## src/rtl/mxbus_pkg.sv

```systemverilog
package mxbus_pkg;

  typedef enum logic [2:0] {
    PH_IDLE = 3'd0,
    PH_T1   = 3'd1,
    PH_T2   = 3'd2,
    PH_T3   = 3'd3,
    PH_TW   = 3'd4,
    PH_T4   = 3'd5,
    PH_HOLD = 3'd6,
    PH_REL  = 3'd7
  } phase_t;

  // Strobe phases: the transfer is in flight
  function automatic logic ph_active(input phase_t p);
    return (p == PH_T2) || (p == PH_T3) || (p == PH_TW);
  endfunction

  // Phases where ready is sampled
  function automatic logic ph_sample(input phase_t p);
    return (p == PH_T3) || (p == PH_TW);
  endfunction

endpackage

```

## src/rtl/mxbus_rst_sync.sv

```systemverilog
module mxbus_rst_sync #(
  parameter int STAGES = 2
) (
  input  logic clk,
  input  logic rst_n,
  output logic rst_n_sync
);
  logic [STAGES-1:0] shreg;

  always_ff @(posedge clk or negedge rst_n) begin
    if (!rst_n) shreg <= '0;
    else        shreg <= {shreg[STAGES-2:0], 1'b1};
  end

  assign rst_n_sync = shreg[STAGES-1];
endmodule

```

## src/rtl/mxbus_phase_fsm.sv

```systemverilog
module mxbus_phase_fsm
  import mxbus_pkg::*;
(
  input  logic   clk,
  input  logic   rst_n,
  input  logic   start,
  input  logic   hold_req,
  input  logic   ready_in,
  output phase_t phase
);
  phase_t phase_q, phase_d;

  always_comb begin
    phase_d = phase_q;
    unique case (phase_q)
      PH_IDLE: begin
        if (hold_req)   phase_d = PH_HOLD;
        else if (start) phase_d = PH_T1;
      end
      PH_T1:   phase_d = PH_T2;
      PH_T2:   phase_d = PH_T3;
      PH_T3,
      PH_TW:   phase_d = ready_in ? PH_T4 : PH_TW;
      PH_T4:   phase_d = hold_req ? PH_HOLD : PH_IDLE;
      PH_HOLD: phase_d = hold_req ? PH_HOLD : PH_REL;
      PH_REL:  phase_d = PH_IDLE;
      default: phase_d = PH_IDLE;
    endcase
  end

  always_ff @(posedge clk or negedge rst_n) begin
    if (!rst_n) phase_q <= PH_IDLE;
    else        phase_q <= phase_d;
  end

  assign phase = phase_q;
endmodule

```

## src/rtl/mxbus_req_store.sv

```systemverilog
module mxbus_req_store
  import mxbus_pkg::*;
#(
  parameter int ADDR_W = 20,
  parameter int DATA_W = 16
) (
  input  logic              clk,
  input  logic              rst_n,
  input  logic              start,
  input  logic              req_write,
  input  logic              req_io,
  input  logic              req_bhe,
  input  logic [ADDR_W-1:0] req_addr,
  input  logic [DATA_W-1:0] req_wdata,
  input  phase_t            phase,
  input  logic              ready_in,
  input  logic [DATA_W-1:0] ad_i,
  output logic              q_write,
  output logic              q_io,
  output logic              q_bhe,
  output logic [ADDR_W-1:0] q_addr,
  output logic [DATA_W-1:0] q_wdata,
  output logic [DATA_W-1:0] rdata
);
  logic              cap_en;
  logic              rd_en;
  logic              w_d, io_d, bhe_d;
  logic [ADDR_W-1:0] a_d;
  logic [DATA_W-1:0] wd_d, rd_d;

  assign cap_en = start;
  assign rd_en  = ph_sample(phase) && ready_in && !q_write;

  always_comb begin
    w_d   = q_write;
    io_d  = q_io;
    bhe_d = q_bhe;
    a_d   = q_addr;
    wd_d  = q_wdata;
    if (cap_en) begin
      w_d   = req_write;
      io_d  = req_io;
      bhe_d = req_bhe;
      a_d   = req_addr;
      wd_d  = req_wdata;
    end
    rd_d = rd_en ? ad_i : rdata;
  end

  always_ff @(posedge clk or negedge rst_n) begin
    if (!rst_n) begin
      q_write <= 1'b0;
      q_io    <= 1'b0;
      q_bhe   <= 1'b0;
      q_addr  <= '0;
      q_wdata <= '0;
      rdata   <= '0;
    end else begin
      q_write <= w_d;
      q_io    <= io_d;
      q_bhe   <= bhe_d;
      q_addr  <= a_d;
      q_wdata <= wd_d;
      rdata   <= rd_d;
    end
  end
endmodule

```

## src/rtl/mxbus_pin_drive.sv

```systemverilog
module mxbus_pin_drive
  import mxbus_pkg::*;
#(
  parameter int ADDR_W = 20,
  parameter int DATA_W = 16
) (
  input  phase_t            phase,
  input  logic              q_write,
  input  logic              q_io,
  input  logic              q_bhe,
  input  logic [ADDR_W-1:0] q_addr,
  input  logic [DATA_W-1:0] q_wdata,
  output logic [DATA_W-1:0] ad_o,
  output logic              ad_oe,
  output logic [ADDR_W-DATA_W-1:0] hi_o,
  output logic              ale,
  output logic              rd_n,
  output logic              wr_n,
  output logic              io_sel,
  output logic              bhe_n,
  output logic              dir_tx,
  output logic              den_n,
  output logic              bus_oe
);
  localparam int HI_W = ADDR_W - DATA_W;

  logic [HI_W-1:0] status;
  logic            is_t1, act, mid, in_cyc;

  // Status field: bit0 write, bit1 port access, rest zero
  for (genvar g = 0; g < HI_W; g++) begin : g_status
    if (g == 0)      begin : g_w  assign status[g] = q_write; end
    else if (g == 1) begin : g_io assign status[g] = q_io;    end
    else             begin : g_z  assign status[g] = 1'b0;    end
  end

  always_comb begin
    is_t1  = (phase == PH_T1);
    act    = ph_active(phase);
    mid    = act || (phase == PH_T4);
    in_cyc = is_t1 || mid;

    ale    = is_t1;
    ad_oe  = is_t1 || (q_write && mid);
    ad_o   = is_t1 ? q_addr[DATA_W-1:0] : (mid ? q_wdata : '0);
    hi_o   = is_t1 ? q_addr[ADDR_W-1:DATA_W] : (mid ? status : '0);
    rd_n   = !(act && !q_write);
    wr_n   = !(act && q_write);
    io_sel = in_cyc && q_io;
    bhe_n  = !(in_cyc && q_bhe);
    dir_tx = in_cyc && q_write;
    den_n  = !(q_write ? mid : act);
    bus_oe = !((phase == PH_HOLD) || (phase == PH_REL));
  end
endmodule

```

## src/rtl/mxbus_seq.sv

```systemverilog
module mxbus_seq
  import mxbus_pkg::*;
#(
  parameter int ADDR_W = 20,
  parameter int DATA_W = 16
) (
  input  logic              clk,
  input  logic              rst_n,
  input  logic              req_valid,
  output logic              req_ready,
  input  logic              req_write,
  input  logic              req_io,
  input  logic              req_bhe,
  input  logic [ADDR_W-1:0] req_addr,
  input  logic [DATA_W-1:0] req_wdata,
  output logic              rsp_done,
  output logic [DATA_W-1:0] rsp_rdata,
  output logic [DATA_W-1:0] ad_o,
  output logic              ad_oe,
  input  logic [DATA_W-1:0] ad_i,
  output logic [ADDR_W-DATA_W-1:0] hi_o,
  output logic              ale,
  output logic              rd_n,
  output logic              wr_n,
  output logic              io_sel,
  output logic              bhe_n,
  output logic              dir_tx,
  output logic              den_n,
  output logic              bus_oe,
  input  logic              ready_in,
  input  logic              hold_req,
  output logic              hold_ack
);
  logic              rst_n_s;
  phase_t            phase;
  logic              start;
  logic              q_write, q_io, q_bhe;
  logic [ADDR_W-1:0] q_addr;
  logic [DATA_W-1:0] q_wdata;

  mxbus_rst_sync #(.STAGES(2)) rst_i (
    .clk(clk), .rst_n(rst_n), .rst_n_sync(rst_n_s)
  );

  assign req_ready = (phase == PH_IDLE) && !hold_req;
  assign start     = req_valid && req_ready;
  assign rsp_done  = (phase == PH_T4);
  assign hold_ack  = (phase == PH_HOLD);

  mxbus_phase_fsm fsm_i (
    .clk(clk), .rst_n(rst_n_s), .start(start), .hold_req(hold_req),
    .ready_in(ready_in), .phase(phase)
  );

  mxbus_req_store #(.ADDR_W(ADDR_W), .DATA_W(DATA_W)) store_i (
    .clk(clk), .rst_n(rst_n_s), .start(start),
    .req_write(req_write), .req_io(req_io), .req_bhe(req_bhe),
    .req_addr(req_addr), .req_wdata(req_wdata),
    .phase(phase), .ready_in(ready_in), .ad_i(ad_i),
    .q_write(q_write), .q_io(q_io), .q_bhe(q_bhe),
    .q_addr(q_addr), .q_wdata(q_wdata), .rdata(rsp_rdata)
  );

  mxbus_pin_drive #(.ADDR_W(ADDR_W), .DATA_W(DATA_W)) drive_i (
    .phase(phase), .q_write(q_write), .q_io(q_io), .q_bhe(q_bhe),
    .q_addr(q_addr), .q_wdata(q_wdata),
    .ad_o(ad_o), .ad_oe(ad_oe), .hi_o(hi_o), .ale(ale),
    .rd_n(rd_n), .wr_n(wr_n), .io_sel(io_sel), .bhe_n(bhe_n),
    .dir_tx(dir_tx), .den_n(den_n), .bus_oe(bus_oe)
  );
endmodule

```

## config.mk

```make
export PLATFORM = sky130hd
export DESIGN_NAME = mxbus_seq
export DESIGN_NICKNAME = d
export VERILOG_FILES = /design/src/rtl/mxbus_pkg.sv /design/src/rtl/mxbus_rst_sync.sv /design/src/rtl/mxbus_phase_fsm.sv /design/src/rtl/mxbus_req_store.sv /design/src/rtl/mxbus_pin_drive.sv /design/src/rtl/mxbus_seq.sv
export SDC_FILE = /design/constraint.sdc
export NUM_CORES = 1
export LEC_CHECK = 0
export ABC_AREA = 0
export ABC_CLOCK_PERIOD_IN_PS = 2130
export BUFFER_PORTS_ARGS = -buffer_cell sky130_fd_sc_hd__buf_2
export CAP_MARGIN = 20
export CORE_UTILIZATION = 42
export CTS_CLUSTER_SIZE = 20
export DETAILED_ROUTE_END_ITERATION = 10
export PLACE_DENSITY_LB_ADDON = 0.05
export SLEW_MARGIN = 20
export SYNTH_ARGS = -nofsm -noshare
export SYNTH_HDL_FRONTEND = slang
export SYNTH_HIERARCHICAL = 1
export SYNTH_SLANG_ARGS = --single-unit
```

## constraint.sdc

```tcl
create_clock -name clk -period 2.13 [get_ports clk]
set_input_delay 0.213 -clock clk [delete_from_list [all_inputs] [get_ports clk]]
set_output_delay 0.213 -clock clk [all_outputs]
set_load 0.01 [all_outputs]
```

==> impl_metrics.toml <==
[logic_synthesis]
synth_fp_nets = 359
yosys.area.top_type = "dfrtp_1"
avgSynthCellArea_um2 = 11.6
netlist_area_mm2 = 0.00345
synth_seq_area_share_pct = 43.5
synth-seq-cells = 60
yosys-top-cells-area = "dfrtp_1, mux2_1, a211oi_1"
yosysWarnings = 6
yosysTopAreaCellShare_pct = 43.5
synth_cells = 299
yosysUniqueCellTypes = 39

[layout]
fin_util_pct = 55.2
final_cell_count_no_fill = 505
syn_to_final_growth_pct = 25.4
diodes = 0
final_nets = 458
drive_gt1_share_pct = 39.2
stdcell_area_mm2 = 0.00433

[power_and_ir_drop]
p_total_mw = 6.57
peakVddDrop_mv = 0.677
internal_power_mw = 3.99
p_sw_mw = 2.58
p_per_area_mw_per_mm2 = 1520
p_leak_nw = 2.12
p_seq_share_pct = 32.1
clkPwrFrac_pct = 18.3
p_sw_share_pct = 39.3
pwr-share-comb_pct = 49.6

[cts]
cts_buffer_depth = 2
root_buffer = "clkbuf_8"
numCtsBuffers = 9
cts_tree = "built"
cts_setup_buffers = 0
worstSkewPairLatency_ps = 330
numClockSinks = 60
htree_levels = 3
clk_pin_slew_worst_paths_ps = 70

[hold_path]
min_path_type = "flop to async pin"

[flow_run]
cap_violations = 0

[placed_design]
dp_hpwl_um = 5650
dpl_cell_area_mm2 = 0.00408
place.port_buffers = 107
place_inst = 488
gp_congestion = 0.717

[global_routing]
grt_use_total_pct = 21.1
grt_max_degree = 38
grt_pass1_vias = 2811
globalRouteOverflowTotal = 0
grt_antenna_before_repair = 0
grt_pass1_wl_um = 14100

[worst_setup_path]
cp-startpoint = "fsm_i/phase[2]"
ff2ff_setup_slack_ps = 320
critical_path.max_fanout = 36
cp-endpoint = "ad_o[14]"
crit_type = "flop to output pin"
crit_arrival_ps = 1810
crit_path_end_kind = "output pin"
worstReg2RegEnd = "store_i/q_wdata[13]"
worstPathRequired_ps = 1920
worstReg2RegStart = "fsm_i/phase[2]"
reg2regPathDepth = 4
startpoint_type = "flop"

[timing]
slew_violations = 0
skew_ps = 5.71
fin_crit_sh_pct = 94.8
final-setup-viol-count = 0
tightest_slew_ps = 788
max_freq_mhz = 495
hold_viol_final = 0
rsz0062_at_grt = "no"
tns_ps = 0
max-slew-margin-rel_pct = 47.5
post-route-min-period_ps = 2020

[floorplanning]
rows = 32
initial_utilization_pct = 44.0
dieArea_mm2 = 0.00859
die_y_um = 92.7
die_w_um = 92.7
core_area_mm2 = 0.00785
ios = 108

[route]
drtIter0Drc = 130
vias_per_cell = 5.71
final_antenna_net_count = 0
dr.pass1.iters = 4
num_vias = 2882
drcViolationCount = 0
wl_per_cell_um = 17.1
wirelength_um = 8620

[run_status]
status = "finished, final reports clean"
-- registers in the layout (all words and copies together), names as in the netlist --
| name | cells |
|---|---|
| fsm_i/phase | 3 |
| rst_i/shreg | 2 |
| store_i/q_addr | 20 |
| store_i/q_bhe | 1 |
| store_i/q_io | 1 |
| store_i/q_wdata | 16 |
| store_i/q_write | 1 |
| store_i/rdata | 16 |
-- cell type report --
cell class              count  area [um^2]
fillers                   739         3520
multi-input cells         204         1760
flip-flops and latches     60         1510
repair buffers            122          692
clock buffers              12          165
well taps                 102          128
clock inverters             4         70.1
inverters                   1         3.75
-- worst min-delay path by stage --
stage	from	to	slack, ps	cells past startpoint
2_1_floorplan	rst_n	rst_i/shreg[0]	-80	0
3_3_place_gp	rst_n	rst_i/shreg[0]	-0.4	1
3_5_place_dp	rst_n	rst_i/shreg[0]	4	1
4_1_cts	req_wdata[14]	store_i/q_wdata[14]	70	2
5_1_grt	req_wdata[14]	store_i/q_wdata[14]	70	2
6_report	rst_i/shreg[1]	store_i/rdata[7]	80	0
-- worst max-delay path, cell delays in order, from the launching register on --
cell and delay [ps]:
dfrtp_4 580, buf_12 230, and4bb_2 240, a211o_1 260, buf_2 140
-- Yosys cell counts, drive strengths merged --
library cell / instances
dfrtp: 60
mux2: 40
a211oi: 32
and3b: 20
buf: 20
a211o: 17
nor3: 17
o32ai: 16
clkbuf: 14
nor4bb: 13
nand2: 8
and4bb: 5
nand2b: 5
nor2: 5
nor2b: 3
nor3b: 3
o21ai: 3
a21oi: 2
nand3b: 2
o211ai: 2
a221o: 1
and2: 1
and2b: 1
and4b: 1
clkinv: 1
conb: 1
mux2i: 1
nand4bb: 1
nor4: 1
o21a: 1
o21bai: 1
or3b: 1
-- cell usage in the layout, fill, tap and decap left out, drive strengths merged, types with 2 or more instances in the layout --
| cell | synthesis | layout |
|---|---|---|
| nand3b | 2 | 2 |
| nor4bb | 13 | 13 |
| bufinv | 0 | 2 |
| nor2 | 5 | 5 |
| o32ai | 16 | 16 |
| o21ai | 3 | 3 |
| nor3b | 3 | 3 |
| a211oi | 32 | 32 |
| a211o | 17 | 17 |
| nand2 | 8 | 8 |
| nand2b | 5 | 5 |
| mux2 | 40 | 40 |
| clkbuf | 14 | 12 |
| buf | 20 | 121 |
| dfrtp | 60 | 60 |
| and4bb | 5 | 5 |
| a21oi | 2 | 2 |
| clkinv | 1 | 3 |
| nor3 | 17 | 17 |
| and3b | 20 | 20 |
| nor2b | 3 | 3 |
| o211ai | 2 | 2 |
-- layer usage --
layer	vias up	track usage, %	part of all wire [%]
li1	1366	-	-
met1	1432	26.8	45
met2	80	34.6	48
met3	4	6.65	5.6
met4	0	5.64	0.56
met5	-	0	0
-- timing repair --
| action | in CTS | in global routing |
|---|---|---|
| endpoints found under the setup margin | 0 | 14 |
| hold buffers | 1 | 0 |
| gates resized for setup | 0 | 3 |
| endpoints found under the hold margin | 2 | 0 |
-- logic make-up after synthesis --
kind of cell           after synthesis  synth area share, %
and+or+nand+nor                     87                 20.2
AOI/OAI and AO/OA                   75                 17.2
muxes                               41                 13.3
DFF                                 60                 43.5
other                                1                0.109
buffers and inverters               35                 5.72
-- stage by stage --
stage               setup WS [ps]  hold WS (ps)
global placement              346        -0.427
global route                 13.3          66.2
CTS                          33.4          72.5
floorplan                    93.9         -82.6
finish                        110          75.5
detailed placement            347          3.83
-- power by group through the flow --
stage	logic [mW]	clock network, mW	registers, mW
2_1_floorplan	2.24	0	2.07
3_3_place_gp	3.22	0	2.10
3_5_place_dp	3.25	0	2.12
4_1_cts	3.27	1.24	2.10
5_1_grt	3.57	1.29	2.20
6_report	3.26	1.20	2.11
(Power assumes the default switching activity.)
